File: src/rtl/rename_pkg.sv
`timescale 1ns/1ps
package rename_pkg;
  localparam int ARCH_REGS  = 8;
  localparam int PHYS_REGS  = 16;
  localparam int ROB_SLOTS  = 8;
  localparam int SNAP_SLOTS = 4;
  localparam int OP_BITS    = 4;
  localparam int AW = $clog2(ARCH_REGS);
  localparam int PW = $clog2(PHYS_REGS);
  localparam int RW = $clog2(ROB_SLOTS);
  localparam int SW = $clog2(SNAP_SLOTS);

  // strobes from control to datapath
  typedef struct packed {
    logic                 doAlloc;
    logic                 doCommit;
    logic                 doRecover;
    logic [RW-1:0]        allocIdx;
    logic [RW-1:0]        headIdx;
    logic [SW-1:0]        snapTag;
    logic [SW-1:0]        resolveTag;
    logic [ROB_SLOTS-1:0] flushMask;
  } strobe_t;
endpackage

File: src/rtl/rename_ctrl.sv
`timescale 1ns/1ps
module rename_ctrl
  import rename_pkg::*;
(
  input  logic          clk,
  input  logic          rstN,
  input  logic          allocValid,
  input  logic          allocWrDst,
  input  logic          allocIsBranch,
  input  logic          freeEmpty,
  input  logic          headExec,
  input  logic          headIsBranch,
  input  logic [SW-1:0] headBrTag,
  input  logic          resolveValid,
  input  logic          resolveMispredict,
  input  logic [SW-1:0] resolveTag,
  output logic          allocReady,
  output strobe_t       strobe
);
  logic [RW-1:0]         head, tail;
  logic [RW:0]           count;
  logic [SNAP_SLOTS-1:0] snapValid, killSnap, setSnap, relSnap;
  logic [RW-1:0]         snapBrIdx [SNAP_SLOTS];
  logic [SW-1:0]         pickTag;
  logic                  anyFree, full, doAlloc, doCommit, doRelease, doRecover;
  logic [RW-1:0]         brIdx, brAge;
  logic [ROB_SLOTS-1:0]  flushVec;

  always_comb begin
    anyFree = 1'b0;
    pickTag = '0;
    for (int s = SNAP_SLOTS-1; s >= 0; s--)
      if (!snapValid[s]) begin
        anyFree = 1'b1;
        pickTag = SW'(s);
      end
  end

  assign full       = (count == (RW+1)'(ROB_SLOTS));
  assign allocReady = !full && !(allocWrDst && freeEmpty) &&
                      !(allocIsBranch && !anyFree) &&
                      !(resolveValid && resolveMispredict);
  assign doAlloc    = allocValid && allocReady;
  assign doCommit   = (count != '0) && headExec && !(headIsBranch && snapValid[headBrTag]);
  assign doRelease  = resolveValid && snapValid[resolveTag];
  assign doRecover  = doRelease && resolveMispredict;
  assign brIdx      = snapBrIdx[resolveTag];
  assign brAge      = brIdx - head;

  genvar g;
  for (g = 0; g < ROB_SLOTS; g++) begin : gFlush
    logic [RW-1:0] entAge;
    assign entAge      = RW'(g) - head;
    assign flushVec[g] = doRecover && ({1'b0, entAge} < count) && (entAge > brAge);
  end

  always_comb begin
    killSnap = '0;
    relSnap  = '0;
    setSnap  = '0;
    for (int s = 0; s < SNAP_SLOTS; s++)
      killSnap[s] = doRecover && snapValid[s] && ((snapBrIdx[s] - head) > brAge);
    if (doRelease) relSnap[resolveTag] = 1'b1;
    if (doAlloc && allocIsBranch) setSnap[pickTag] = 1'b1;
  end

  always_ff @(posedge clk) begin
    if (!rstN) begin
      head      <= '0;
      tail      <= '0;
      count     <= '0;
      snapValid <= '0;
      for (int s = 0; s < SNAP_SLOTS; s++) snapBrIdx[s] <= '0;
    end else begin
      head <= head + RW'(doCommit);
      if (doRecover) begin
        tail  <= brIdx + RW'(1);
        count <= {1'b0, brAge} + (RW+1)'(1) - (RW+1)'(doCommit);
      end else begin
        tail  <= tail + RW'(doAlloc);
        count <= count + (RW+1)'(doAlloc) - (RW+1)'(doCommit);
      end
      snapValid <= (snapValid & ~killSnap & ~relSnap) | setSnap;
      if (doAlloc && allocIsBranch) snapBrIdx[pickTag] <= tail;
    end
  end

  always_comb begin
    strobe.doAlloc    = doAlloc;
    strobe.doCommit   = doCommit;
    strobe.doRecover  = doRecover;
    strobe.allocIdx   = tail;
    strobe.headIdx    = head;
    strobe.snapTag    = pickTag;
    strobe.resolveTag = resolveTag;
    strobe.flushMask  = flushVec;
  end
endmodule

File: src/rtl/rename_dpath.sv
`timescale 1ns/1ps
module rename_dpath
  import rename_pkg::*;
(
  input  logic               clk,
  input  logic               rstN,
  input  strobe_t            strobe,
  input  logic [OP_BITS-1:0] allocOp,
  input  logic [AW-1:0]      allocSrc1,
  input  logic [AW-1:0]      allocSrc2,
  input  logic [AW-1:0]      allocDst,
  input  logic               allocWrDst,
  input  logic               allocIsBranch,
  input  logic               execValid,
  input  logic [RW-1:0]      execIdx,
  output logic               freeEmpty,
  output logic               headExec,
  output logic               headIsBranch,
  output logic [SW-1:0]      headBrTag,
  output logic [PW-1:0]      allocPdst,
  output logic [PW-1:0]      allocPsrc1,
  output logic [PW-1:0]      allocPsrc2,
  output logic               allocRdy1,
  output logic               allocRdy2,
  output logic [OP_BITS-1:0] commitOp,
  output logic [AW-1:0]      commitArch,
  output logic               commitWrDst,
  output logic [PW-1:0]      commitPdst,
  output logic [PW-1:0]      commitPrev
);
  logic [ROB_SLOTS-1:0]  robUse, robExec, robWr, robBr, useNext;
  logic [OP_BITS-1:0]    robOp   [ROB_SLOTS];
  logic [AW-1:0]         robArch [ROB_SLOTS];
  logic [PW-1:0]         robNew  [ROB_SLOTS];
  logic [PW-1:0]         robPrev [ROB_SLOTS];
  logic [SW-1:0]         robTag  [ROB_SLOTS];
  logic [PW-1:0]         mapTbl  [ARCH_REGS];
  logic [PW-1:0]         mapAfter[ARCH_REGS];
  logic [PW-1:0]         snapTbl [SNAP_SLOTS][ARCH_REGS];
  logic [PHYS_REGS-1:0]  freeMask, freeNext, present, presentNext;
  logic [PW-1:0]         pick;
  logic [RW-1:0]         h, a;

  assign h = strobe.headIdx;
  assign a = strobe.allocIdx;

  always_comb begin
    pick = '0;
    for (int p = PHYS_REGS-1; p >= 0; p--)
      if (freeMask[p]) pick = PW'(p);
  end

  assign freeEmpty    = (freeMask == '0);
  assign allocPdst    = pick;
  assign allocPsrc1   = mapTbl[allocSrc1];
  assign allocPsrc2   = mapTbl[allocSrc2];
  assign allocRdy1    = present[allocPsrc1];
  assign allocRdy2    = present[allocPsrc2];
  assign headExec     = robUse[h] && robExec[h];
  assign headIsBranch = robBr[h];
  assign headBrTag    = robTag[h];
  assign commitOp     = robOp[h];
  assign commitArch   = robArch[h];
  assign commitWrDst  = robWr[h];
  assign commitPdst   = robNew[h];
  assign commitPrev   = robPrev[h];

  always_comb begin
    mapAfter = mapTbl;
    if (allocWrDst) mapAfter[allocDst] = pick;
  end

  always_comb begin
    freeNext    = freeMask;
    presentNext = present;
    useNext     = robUse & ~strobe.flushMask;
    if (execValid && robUse[execIdx] && robWr[execIdx]) presentNext[robNew[execIdx]] = 1'b1;
    if (strobe.doCommit) begin
      useNext[h] = 1'b0;
      if (robWr[h]) freeNext[robPrev[h]] = 1'b1;
    end
    for (int i = 0; i < ROB_SLOTS; i++)
      if (strobe.flushMask[i] && robWr[i]) freeNext[robNew[i]] = 1'b1;
    if (strobe.doAlloc) begin
      useNext[a] = 1'b1;
      if (allocWrDst) begin
        freeNext[pick]    = 1'b0;
        presentNext[pick] = 1'b0;
      end
    end
  end

  always_ff @(posedge clk) begin
    if (!rstN) begin
      robUse   <= '0;
      robExec  <= '0;
      robWr    <= '0;
      robBr    <= '0;
      present  <= '1;
      for (int p = 0; p < PHYS_REGS; p++) freeMask[p] <= (p >= ARCH_REGS);
      for (int r = 0; r < ARCH_REGS; r++) mapTbl[r] <= PW'(r);
      for (int i = 0; i < ROB_SLOTS; i++) begin
        robOp[i] <= '0; robArch[i] <= '0; robNew[i] <= '0;
        robPrev[i] <= '0; robTag[i] <= '0;
      end
      for (int s = 0; s < SNAP_SLOTS; s++)
        for (int r = 0; r < ARCH_REGS; r++) snapTbl[s][r] <= PW'(r);
    end else begin
      robUse   <= useNext;
      freeMask <= freeNext;
      present  <= presentNext;
      if (execValid && robUse[execIdx]) robExec[execIdx] <= 1'b1;
      if (strobe.doAlloc) begin
        robExec[a] <= 1'b0;
        robWr[a]   <= allocWrDst;
        robBr[a]   <= allocIsBranch;
        robOp[a]   <= allocOp;
        robArch[a] <= allocDst;
        robNew[a]  <= pick;
        robPrev[a] <= mapTbl[allocDst];
        robTag[a]  <= strobe.snapTag;
        if (allocIsBranch) snapTbl[strobe.snapTag] <= mapAfter;
      end
      if (strobe.doRecover) mapTbl <= snapTbl[strobe.resolveTag];
      else if (strobe.doAlloc) mapTbl <= mapAfter;
    end
  end
endmodule

File: src/rtl/rename_rob.sv
`timescale 1ns/1ps
module rename_rob
  import rename_pkg::*;
(
  input  logic         clk,
  input  logic         rstN,
  input  logic         allocValid,
  output logic         allocReady,
  input  logic [3:0]   allocOp,
  input  logic [2:0]   allocSrc1,
  input  logic [2:0]   allocSrc2,
  input  logic [2:0]   allocDst,
  input  logic         allocWrDst,
  input  logic         allocIsBranch,
  output logic [2:0]   allocIdx,
  output logic [1:0]   allocTag,
  output logic [3:0]   allocPdst,
  output logic [3:0]   allocPsrc1,
  output logic [3:0]   allocPsrc2,
  output logic         allocRdy1,
  output logic         allocRdy2,
  input  logic         execValid,
  input  logic [2:0]   execIdx,
  input  logic         resolveValid,
  input  logic         resolveMispredict,
  input  logic [1:0]   resolveTag,
  output logic         commitValid,
  output logic [2:0]   commitIdx,
  output logic [3:0]   commitOp,
  output logic [2:0]   commitArch,
  output logic         commitWrDst,
  output logic [3:0]   commitPdst,
  output logic [3:0]   commitPrev
);
  strobe_t       strobe;
  logic          freeEmpty, headExec, headIsBranch;
  logic [SW-1:0] headBrTag;

  rename_ctrl uCtrl (
    .clk, .rstN, .allocValid, .allocWrDst, .allocIsBranch, .freeEmpty,
    .headExec, .headIsBranch, .headBrTag, .resolveValid, .resolveMispredict,
    .resolveTag, .allocReady, .strobe
  );

  rename_dpath uDpath (
    .clk, .rstN, .strobe, .allocOp, .allocSrc1, .allocSrc2, .allocDst,
    .allocWrDst, .allocIsBranch, .execValid, .execIdx, .freeEmpty, .headExec,
    .headIsBranch, .headBrTag, .allocPdst, .allocPsrc1, .allocPsrc2,
    .allocRdy1, .allocRdy2, .commitOp, .commitArch, .commitWrDst,
    .commitPdst, .commitPrev
  );

  assign allocIdx    = strobe.allocIdx;
  assign allocTag    = strobe.snapTag;
  assign commitValid = strobe.doCommit;
  assign commitIdx   = strobe.headIdx;
endmodule

File: config.mk
export PLATFORM = sky130hd
export DESIGN_NAME = rename_rob
export DESIGN_NICKNAME = d
export VERILOG_FILES = /design/src/rtl/rename_pkg.sv /design/src/rtl/rename_ctrl.sv /design/src/rtl/rename_dpath.sv /design/src/rtl/rename_rob.sv
export SDC_FILE = /design/constraint.sdc
export NUM_CORES = 1
export LEC_CHECK = 0
export BUFFER_PORTS_ARGS = -buffer_cell sky130_fd_sc_hd__buf_2
export CAP_MARGIN = 20
export CORE_MARGIN = 3
export CORE_UTILIZATION = 55
export CTS_BUF_LIST = sky130_fd_sc_hd__clkbuf_8 sky130_fd_sc_hd__clkbuf_16
export DETAILED_ROUTE_END_ITERATION = 10
export PLACE_DENSITY_LB_ADDON = 0.12
export RECOVER_POWER = 25
export SYNTH_ARGS = -nofsm -noshare
export SYNTH_HDL_FRONTEND = slang
export SYNTH_SLANG_ARGS = --single-unit
File: constraint.sdc
create_clock -name clk -period 9.2 [get_ports clk]
set_input_delay 0.46 -clock clk [delete_from_list [all_inputs] [get_ports clk]]
set_output_delay 0.46 -clock clk [all_outputs]
set_load 0.02 [all_outputs]
==> results of run 1 <==
## worst min-delay path by stage
stage,startpoint,end,slack (ns)
CTS,allocOp[3],uDpath.robOp[4][3],0.25
global placement,uDpath.robExec[1],uDpath.robExec[1],0.45
floorplan,uDpath.robExec[1],uDpath.robExec[1],0.43
detailed placement,uDpath.robBr[3],uDpath.robBr[3],0.46
global route,allocOp[3],uDpath.robOp[5][3],0.28
finish,allocOp[3],uDpath.robOp[4][3],0.26
## final cells by class
| class | instances | area share |
|---|---|---|
| Sequential cell | 386 | 0.451 |
| Multi-Input combinational cell | 1338 | 0.428 |
| Tap cell | 511 | 0.0275 |
| Timing Repair Buffer | 102 | 0.0225 |
| Clock buffer | 46 | 0.0480 |
| Clock inverter | 31 | 0.0116 |
| Inverter | 71 | 0.0115 |
## kinds of logic after synthesis
| kind of cell | count (synthesis) | synth area share |
|---|---|---|
| mux | 167 | 0.144 |
| fa+ha+maj | 66 | 0.0409 |
| buf+inv | 183 | 0.0330 |
| flops | 386 | 0.497 |
| xor+xnor | 20 | 0.00829 |
| compound gates | 331 | 0.109 |
| simple gates | 754 | 0.169 |
## routing by layer
layer	vias to the layer above	share of wire	track usage
li1	7195	-	-
met1	8194	0.40	0.484
met2	1012	0.44	0.508
met3	182	0.11	0.0697
met4	0	0.048	0.150
met5	-	0	0
## worst max-delay path: stages, from the launching register on
cell	delay [ns]
dfxtp_1	0.84
clkbuf_1	2.03
mux4_2	0.70
mux2_2	0.30
mux4_2	0.48
nand2_2	0.33
nand2_1	0.24
inv_1	0.29
ha_1	0.29
inv_1	0.06
ha_1	0.18
inv_1	0.06
fa_1	0.38
xnor2_1	0.14
a21oi_1	0.16
nor2_1	0.05
## state kept, by name (all words and copies together) (netlist names)
name,count
uDpath.robUse,8
uDpath.robPrev,32
uDpath.present,16
uDpath.snapTbl,128
uDpath.robBr,8
uDpath.freeMask,16
uDpath.robTag,16
uDpath.mapTbl,32
uDpath.robNew,32
uDpath.robWr,8
uDpath.robArch,24
uCtrl.tail,3
uCtrl.snapValid,4
uDpath.robOp,32
uDpath.robExec,8
uCtrl.head,3
uCtrl.snapBrIdx,12
uCtrl.count,4
## metrics by stage
| stage | cell area, um^2 | utilization | setup slack, ns | cells |
|---|---|---|---|---|
| after CTS | 23300 | 0.617 | 3.95 | 2478 |
| after global placement | 21900 | 0.580 | 3.81 | 2399 |
| after detailed placement | 21900 | 0.581 | 3.71 | 2401 |
| after floorplan | 21100 | - | 3.81 | 1907 |
| after global routing | 23300 | 0.616 | 2.03 | 2485 |
| final | 23300 | 0.616 | 2.54 | 2485 |
## cells in the final DEF, fill, tap and decap left out, types with 39 or more instances in the layout
cell type  count
inv_1         74
a21oi_1       90
ha_1          57
buf_2         40
mux2i_1       50
o21ai_0       42
nand3_1       46
and2_1        66
edfxtp_1     276
clkbuf_16     43
clkbuf_1      39
nor2_1       287
nand2_1      178
mux4_2       108
dfxtp_1      109
## synth_stat cells (12+ instances only)
cell type  number  area (um^2)
edfxtp_1      276         8290
o21ai_0        42          210
nor2b_1        34          213
nand4_1        15         93.8
xnor2_1        13          114
and2_1         80          500
nor2_1        287         1080
a21oi_1        90          450
nor3_1         17         85.1
nand2b_1       21          131
buf_1          23         86.3
o211ai_1       21          158
nand2_1       178          668
a211oi_1       21          158
nor4_1         12         75.1
nand3_1        46          230
ha_1           57          713
mux2i_1        50          500
a31oi_1        17          106
clkbuf_1       81          304
a221oi_1       30          263
dfxtp_1       110         2200
mux4_2        108         2430
a22o_1         16          140
inv_1          66          248
## where the power goes
group / leakage, nW / total (mW) / internal (mW) / switching (mW)
logic: 3.84 / 0.575 / 0.192 / 0.383
registers: 3.59 / 2.02 / 1.94 / 0.0758
clock network: 0.716 / 1.71 / 1.01 / 0.695
==> summary.txt, run 1 <==
Finish
  – Relative area change from synthesis to final layout: 10.2%
  – Final net count: 2030
  – ANT cells: 0
  – Area of combinational cells with multiple inputs: 9960 um^2
  – Number of fill cells in the layout: 3107
  – Share of layout cells above drive strength 1: 0.134
  – Total area of sequential cells: 10500 um^2

Routing
  – Number of vias in the routed layout: 16600
  – Number of nets with antenna violations after detailed routing: 0
  – Routed wire per std cell: 27.7 um
  – Final WL: 68900 um
  – Total iterations of the first detailed-routing run: 6
  – # DRC: 0
  – Via density per instance: 6.67
  – Number of DRC markers after the initial detailed-route iteration: 1993

GRT
  – First-pass GRT wire length: 104000 um
  – Largest net degree at the start of global routing: 59
  – GRT Residual Overflow: 0
  – Global-route usage over all layers: 0.340
  – Initial antenna violation count: 0
  – Number of global-route vias before repair: 16300

Timing
  – Final clock skew: 0.0285 ns
  – Final-layout setup total negative slack: 0 ns
  – Worst-Margin Slew: 2.80 ns
  – Tightest hold margin: 0.262 ns
  – Maximum achievable frequency: 150 MHz
  – Number of hold violations in the final report: 0
  – RSZ-0062 raised after global routing: false
  – Headroom to the max-slew limit: -0.865
  – Share of the clock period used by the worst path: 0.724
  – Total setup violations reported at the end of the flow: 0
  – Minimum clock period after layout: 6.66 ns
  – Number of max-slew violations in the final report: 101

Clock network
  – Clk slew on worst S/H paths: 0.06 ns
  – Number of levels in the clock H-tree: 2
  – Count of hold-fix buffers inserted at cts: 0
  – Number of cells upsized or downsized after cts: 0
  – Root Buffer Master: clkbuf_16
  – Clock tree from TritonCTS: yes
  – Post-CTS repair timing setup buffer count: 0
  – CTS max path bufs: 3
  – Sink Count: 386
  – Clock network latency to the later pin of the worst-skew pair: 0.58 ns
  – Clock buffers created by TritonCTS: 42

Synthesis
  – Post-Syn Area per Cell: 11.1 um^2
  – Post-Syn Area: 21100 um^2
  – Flops & latches, synth: 386
  – Number of warnings printed during yosys synthesis: 0
  – Dominant register cell in the synthesized netlist: edfxtp_1
  – Number of nets in the synthesized netlist: 1996
  – Unique masters post-synth: 79
  – Share of flip-flops with an asynchronous set or reset after synthesis: 0
  – Sequential element share of the synthesized area: 0.497
  – Number of instances in the synthesized netlist: 1907
  – Number of enable flip-flop cells after synthesis: 276

Worst setup path
  – Setup crit start kind: register
  – R2R setup slack: 2.54 ns
  – Critical Path Sink Type: register
  – Worst r2r path cells: 15
  – RR Endpoint: uCtrl.count[2]
  – Type of the setup path with the least slack: register to register
  – Maximum fanout along the worst path: 34
  – Start point of the critical path: uCtrl.head[0]
  – Source of the worst register-to-register timing path: uCtrl.head[0]
  – Worst Setup EP: uCtrl.count[2]
  – Arr. time, crit path: 7.10 ns
  – Data required time at the worst endpoint: 9.64 ns

Die
  – Core Area: 37800 um^2
  – Vertical die dimension: 202 um
  – Overall die area: 40800 um^2
  – Die X-Extent: 202 um
  – Number of rows in the core area: 71
  – Starting density of the core: 0.559
  – IO Pins: 66

Power
  – Max IR drop VDD: 165 uV
  – P per Cell Area: 185 nW/um^2
  – Overall power of the completed layout: 4.30 mW
  – Standby leakage power: 8.14 nW

Worst hold path
  – Worst hold path type: input pin to register
  – Hold Crit Depth: 2

Placed design
  – Placer congestion estimate: 0.980
  – Detailed-placement wirelength estimate: 47600 um
  – Number of buffers inserted by port buffering: 65

Status
  – Violated checks: max-capacitance violations, max-slew violations
  – Result of the run: finished with violations

Run
  – Number of max-capacitance violations reported: 4
Note: power is estimated with default switching activity, not from simulation.
==> run 2: changes to the inputs <==
clock period = 6.14 ns   (was 9.2 ns; I/O delays follow)
==> summary.txt, run 2 (synthesis results as in run 1) <==
Status
  – Result of the run: finished with violations
  – Violated checks: max-capacitance violations, max-slew violations

Routing
  – Routed wire per std cell: 27.6 um (-0.52%)
  – Final WL: 68600 um (-0.44%)
  – Number of DRC markers after the initial detailed-route iteration: 2150 (+7.9%)
  – Total iterations of the first detailed-routing run: 6 (unchanged)
  – Number of vias in the routed layout: 16600 (+0.29%)
  – Via density per instance: 6.69 (+0.21%)
  – # DRC: 0 (unchanged)
  – Number of nets with antenna violations after detailed routing: 0 (unchanged)

Worst setup path
  – Crit path largest cell delay: 0.92 ns (-1.11 ns)
  – Setup crit start kind: register
  – Type of the setup path with the least slack: register to register
  – Slowest cell on crit path: a221oi_1
  – Delay-heaviest family, CP: simple AND/OR/NAND/NOR gates
  – Critical Path Sink Type: register
  – Combined buffer and inverter count along the critical path: 4 (unchanged)
  – Arr. time, crit path: 5.54 ns (-1.56 ns)
  – Maximum fanout along the worst path: 23 (-32%)
  – Worst r2r path cells: 11 (-4)
  – Data required time at the worst endpoint: 6.39 ns (-3.25 ns)
  – Number of stages on the worst setup path: 11 (-4)
  – Cell chain of the critical path: inv_1 > ha_1 > a221oi_1 > nand2_1 > or2_2 > inv_1 > and3_1 > nand3_1 > clkbuf_1 > nand2_1 > buf_4

Timing
  – Worst-Margin Slew: 2.01 ns (-0.788 ns)
  – Minimum clock period after layout: 5.29 ns (-1.37 ns)
  – Final-layout setup total negative slack: 0 ns (unchanged)
  – Headroom to the max-slew limit: -0.339 (+0.525)
  – Share of the clock period used by the worst path: 0.862 (+0.138)
  – Final clock skew: 0.0270 ns (-0.00151 ns)
  – RSZ-0062 raised after global routing: false
  – Total setup violations reported at the end of the flow: 0 (unchanged)
  – Number of max-slew violations in the final report: 98 (-3.0%)
  – Maximum achievable frequency: 189 MHz (+26%)
  – Tightest hold margin: 0.117 ns (-0.145 ns)
  – Number of hold violations in the final report: 0 (unchanged)

Die
  – Number of rows in the core area: 71 (unchanged)
  – Overall die area: 40800 um^2 (unchanged)
  – Vertical die dimension: 202 um (unchanged)
  – Core Area: 37800 um^2 (unchanged)
  – Die X-Extent: 202 um (unchanged)
  – IO Pins: 66 (unchanged)
  – Starting density of the core: 0.559 (unchanged)

Finish
  – Number of fill cells in the layout: 3086 (-0.68%)
  – Largest register by flop count: uDpath.snapTbl
  – Most frequent standard cell in the layout excluding fill and tap cells: nor2_1
  – Relative area change from synthesis to final layout: 9.95%
  – Final net count: 2033 (+0.15%)
  – Commonest cells after routing, fill and taps aside: nor2_1, edfxtp_1, nand2_1
  – Flip-flop count of the largest register, all copies and words added: 128 (unchanged)
  – Total area of sequential cells: 10500 um^2 (about the same)
  – Area of combinational cells with multiple inputs: 9970 um^2 (about the same)
  – Share of layout cells above drive strength 1: 0.133 (-0.00101)

Power
  – P per Cell Area: 271 nW/um^2 (+47%)
  – Standby leakage power: 8.14 nW (about the same)
  – Share of power burned in registers: 0.479 (+0.010)
  – Switch share: 0.273 (+0.00488)
  – Cell internal power dissipation: 4.57 mW (+45%)
  – Part of the power in the clock network: 0.383 (-0.014)
  – Combinational group share of total power: 0.138 (+0.004)
  – Max IR drop VDD: 225 uV (+36%)
  – P_sw: 1.72 mW (+49%)

Clock network
  – Clock network latency to the later pin of the worst-skew pair: 0.57 ns (about the same)
  – CTS max path bufs: 3 (unchanged)
  – Post-CTS repair timing setup buffer count: 0 (unchanged)
  – Clock tree from TritonCTS: yes
  – Number of cells upsized or downsized after cts: 0 (unchanged)
  – Clk slew on worst S/H paths: 0.06 ns (about the same)
  – Clock buffers created by TritonCTS: 42 (unchanged)
  – Root Buffer Master: clkbuf_16
  – Number of levels in the clock H-tree: 2 (unchanged)
  – Count of hold-fix buffers inserted at cts: 0 (unchanged)
  – Sink Count: 386 (unchanged)

Worst hold path
  – Worst hold path type: input pin to register
  – Hold Crit Depth: 2 (unchanged)

Placed design
  – Number of buffers inserted by port buffering: 65 (unchanged)
  – Detailed-placement wirelength estimate: 48600 um (+2.3%)
  – Placer congestion estimate: 0.976 (-0.44%)

GRT
  – Number of global-route vias before repair: 16200 (-0.34%)
  – First-pass GRT wire length: 104000 um (-0.46%)
  – Global-route usage over all layers: 0.339 (-0.000958)
  – GRT Residual Overflow: 0 (unchanged)
  – Largest net degree at the start of global routing: 49 (-17%)
  – Initial antenna violation count: 0 (unchanged)

Run
  – Number of max-capacitance violations reported: 3 (-1)
-- run 2: cell count changes in the layout (fill, tap and decap cells not counted), moves of 2 or more --
cell	previous run	this run
inv_1	74	80
clkinv_2	10	5
and2_0	14	10
and2_1	66	70
bufinv_16	5	2
buf_6	1	3
diode_2	0	2
-- run 2: path summary, 6_finish.rpt --
kind	from	endpoint	slack [ns]
hold reg to reg	uDpath.robBr[7]	uDpath.robBr[7]	0.48
hold / removal	allocOp[3]	uDpath.robOp[7][3]	0.12
setup reg to reg	uCtrl.count[2]	uDpath.snapTbl[0][25]	0.85
setup / recovery	uCtrl.count[2]	uDpath.snapTbl[0][25]	0.85
-- run 2: per-stage QoR --
step           std cells  instance area (um^2)  utilization  setup WS, ns  total power [mW]
2_1_floorplan       1907                 21100            -         0.902              3.59
3_3_place_gp        2404                 22000        0.582          1.16              3.91
3_5_place_dp        2407                 22000        0.582          1.04              3.93
5_1_grt             2485                 23200        0.615         0.501              6.48
6_report            2487                 23200        0.615         0.848              6.29
4_1_cts             2481                 23300        0.616          1.17              6.30
-- run 2: layout make-up --
| class | count | share of cell area |
|---|---|---|
| Timing Repair Buffer | 105 | 0.0244 |
| Multi-Input combinational cell | 1338 | 0.429 |
| Sequential cell | 386 | 0.452 |
| Tap cell | 511 | 0.0275 |
| Antenna cell | 2 | 0.000215 |
| Clock buffer | 45 | 0.0475 |
| Inverter | 71 | 0.0115 |
| Clock inverter | 29 | 0.00776 |
-- run 2: worst register-to-register path, stage by stage (launching register included) --
cell and delay, ns:
dfxtp_1 0.30, inv_1 0.21, ha_1 0.29, a221oi_1 0.92, nand2_1 0.16, or2_2 0.32, inv_1 0.50, and3_1 0.39
nand3_1 0.10, clkbuf_1 0.57, nand2_1 0.88, buf_4 0.34
-- run 2: per-layer routing --
layer	share of wire	GRT usage
met1	0.41	0.492
met2	0.44	0.498
met3	0.11	0.0689
met4	0.048	0.148
met5	0	0
-- run 2: power groups by stage --
stage	clock network (mW)	logic [mW]	registers [mW]
after floorplan	0	0.583	3.00
after global placement	0	0.851	3.06
after detailed placement	0	0.866	3.06
after CTS	2.42	0.869	3.01
after global routing	2.52	0.934	3.02
final	2.41	0.866	3.01
==> run 3: changes to the inputs <==
PLACE_DENSITY = 0.71   (was not set)
PLACE_DENSITY_LB_ADDON = not set   (was 0.12)
==> summary.txt, run 3 (synthesis results as in run 1) <==
Status
  – Result of the run: finished with violations
  – Violated checks: max-capacitance violations, max-slew violations

Power
  – Max IR drop VDD: 256 uV (+14%)
  – Overall power of the completed layout: 6.42 mW (+2.0%)
  – Standby leakage power: 8.16 nW (+0.27%)
  – P per Cell Area: 276 nW/um^2 (+1.8%)

Clock network
  – Sink Count: 386 (unchanged)
  – Post-CTS repair timing setup buffer count: 0 (unchanged)
  – CTS max path bufs: 3 (unchanged)
  – Root Buffer Master: clkbuf_16
  – Clock network latency to the later pin of the worst-skew pair: 0.59 ns (+0.02 ns)
  – Clock buffers created by TritonCTS: 43 (+2.4%)
  – Number of cells upsized or downsized after cts: 0 (unchanged)
  – Count of hold-fix buffers inserted at cts: 0 (unchanged)
  – Number of levels in the clock H-tree: 2 (unchanged)
  – Clk slew on worst S/H paths: 0.06 ns (about the same)
  – Clock tree from TritonCTS: yes

Die
  – Number of rows in the core area: 71 (unchanged)
  – IO Pins: 66 (unchanged)
  – Core Area: 37800 um^2 (unchanged)
  – Vertical die dimension: 202 um (unchanged)
  – Starting density of the core: 0.559 (unchanged)
  – Die X-Extent: 202 um (unchanged)
  – Overall die area: 40800 um^2 (unchanged)

Worst setup path
  – Cell chain of the critical path: inv_1 > ha_1 > a221oi_1 > nand2_1 > or2_2 > inv_1 > clkbuf_1 > and3_1 > nand3b_1 > buf_4 > nand2_1 > buf_12
  – Crit path largest cell delay: 0.90 ns (-0.02 ns)
  – Source of the worst register-to-register timing path: uCtrl.count[2]
  – Type of the setup path with the least slack: register to register
  – Data required time at the worst endpoint: 6.41 ns (+0.02 ns)
  – R2R setup slack: 0.64 ns (-0.21 ns)
  – Arr. time, crit path: 5.77 ns (+0.23 ns)
  – Maximum fanout along the worst path: 34 (+48%)
  – Slowest cell on crit path: a221oi_1
  – RR Endpoint: uDpath.snapTbl[1][23]
  – Critical Path Sink Type: register
  – Worst r2r path cells: 12 (+1)
  – Setup crit start kind: register

Finish
  – Most frequent standard cell in the layout excluding fill and tap cells: nor2_1
  – Number of fill cells in the layout: 3038 (-1.6%)
  – Flip-flop count of the largest register, all copies and words added: 128 (unchanged)
  – Commonest cells after routing, fill and taps aside: nor2_1, edfxtp_1, nand2_1
  – Largest register by flop count: uDpath.snapTbl
  – Relative area change from synthesis to final layout: 10.2%
  – Final net count: 2030 (-0.15%)
  – ANT cells: 0 (-2)
  – Share of layout cells above drive strength 1: 0.133 (+0.000372)
  – Design area: 23300 um^2 (+0.25%)

Worst hold path
  – Destination of the worst hold path: uDpath.robOp[1][3]
  – Hold Crit Depth: 2 (unchanged)
  – Hold path startpoint: allocOp[3]
  – Worst hold path type: input pin to register

Timing
  – Share of the clock period used by the worst path: 0.896 (+0.0339)
  – RSZ-0062 raised after global routing: false
  – Total setup violations reported at the end of the flow: 0 (unchanged)
  – Minimum clock period after layout: 5.50 ns (+0.208 ns)
  – Number of max-slew violations in the final report: 123 (+26%)
  – Headroom to the max-slew limit: -0.323 (+0.0165)
  – Final clock skew: 0.0275 ns (+0.000493 ns)
  – Tightest hold margin: 0.108 ns (-0.00931 ns)
  – Maximum achievable frequency: 182 MHz (-3.8%)
  – Final-layout setup total negative slack: 0 ns (unchanged)
  – Worst-Margin Slew: 1.98 ns (-0.0248 ns)
  – Number of hold violations in the final report: 0 (unchanged)

GRT
  – GRT Residual Overflow: 0 (unchanged)
  – First-pass GRT wire length: 102000 um (-1.8%)
  – Largest net degree at the start of global routing: 48 (-2.0%)
  – Number of global-route vias before repair: 15900 (-1.6%)
  – Global-route usage over all layers: 0.332 (-0.00622)
  – Initial antenna violation count: 1 (+1)

Routing
  – Number of DRC markers after the initial detailed-route iteration: 2385 (+11%)
  – # DRC: 0 (unchanged)
  – Routed wire per std cell: 27.3 um (-1.2%)
  – Final WL: 67800 um (-1.2%)
  – Number of vias in the routed layout: 16800 (+0.79%)
  – Total iterations of the first detailed-routing run: 5 (-1)
  – Number of nets with antenna violations after detailed routing: 0 (unchanged)
  – Via density per instance: 6.74 (+0.79%)

Placed design
  – Detailed-placement wirelength estimate: 46900 um (-3.5%)
  – Number of buffers inserted by port buffering: 65 (unchanged)
  – Placer congestion estimate: 0.962 (-1.4%)
  – DP Area: 22000 um^2 (about the same)

Run
  – Number of max-capacitance violations reported: 5 (+2)
==> run 3: cell types whose count changed in the layout (fill, tap and decap cells not counted), sizes merged <==
cell	previous run	this run
buf	67	65
clkinv	12	13
clkinvlp	2	4
bufinv	2	3
diode	2	0
==> run 3: power breakdown <==
group,switching [mW],internal (mW)
Clock,1.09,1.47
Combinational,0.558,0.285
Sequential,0.113,2.91
==> run 3: how the worst max path moves through the flow <==
stage | endpoint | start | depth (start not counted)
3_3_place_gp | uDpath.freeMask[0] | resolveTag[0] | 18
3_5_place_dp | uDpath.freeMask[3] | resolveTag[0] | 18
5_1_grt | uDpath.snapTbl[1][30] | uCtrl.count[2] | 12
4_1_cts | uDpath.freeMask[3] | uCtrl.snapBrIdx[3][0] | 17
6_report | uDpath.snapTbl[1][23] | uCtrl.count[2] | 12
2_1_floorplan | uDpath.freeMask[4] | resolveTag[0] | 19
==> run 3: critical path: cells and delay by family, from the launching register on <==
family / cells / cell delay, ns
buffers and inverters: 5 / 1.69
flip-flops: 1 / 0.31
AO/OA/AOI/OAI: 1 / 0.90
adder cells (fa/ha/maj): 1 / 0.28
AND/OR/NAND/NOR: 5 / 2.00
==> run 3: stage by stage <==
stage,util,worst slack (ns),cells
finish,0.617,0.640,2487
floorplan,-,0.902,1907
global placement,0.582,1.35,2404
detailed placement,0.582,1.21,2406
global route,0.617,0.458,2487
CTS,0.619,1.27,2486
==> run 3: layer usage <==
layer	vias to the layer above	track usage	routed length, um
li1	7207	-	-
met1	8199	0.489	27100
met2	1196	0.485	29500
met3	161	0.0755	8330
met4	0	0.129	2850
met5	-	0	0
==> run 3: final cells by class <==
class,instances,area (um^2),area share
Clock buffer,47,1140,0.0491
Clock inverter,33,246,0.0106
Inverter,71,267,0.0114
Multi-Input combinational cell,1338,9960,0.428
Sequential cell,386,10500,0.451
Tap cell,511,639,0.0275
Timing Repair Buffer,101,534,0.0229
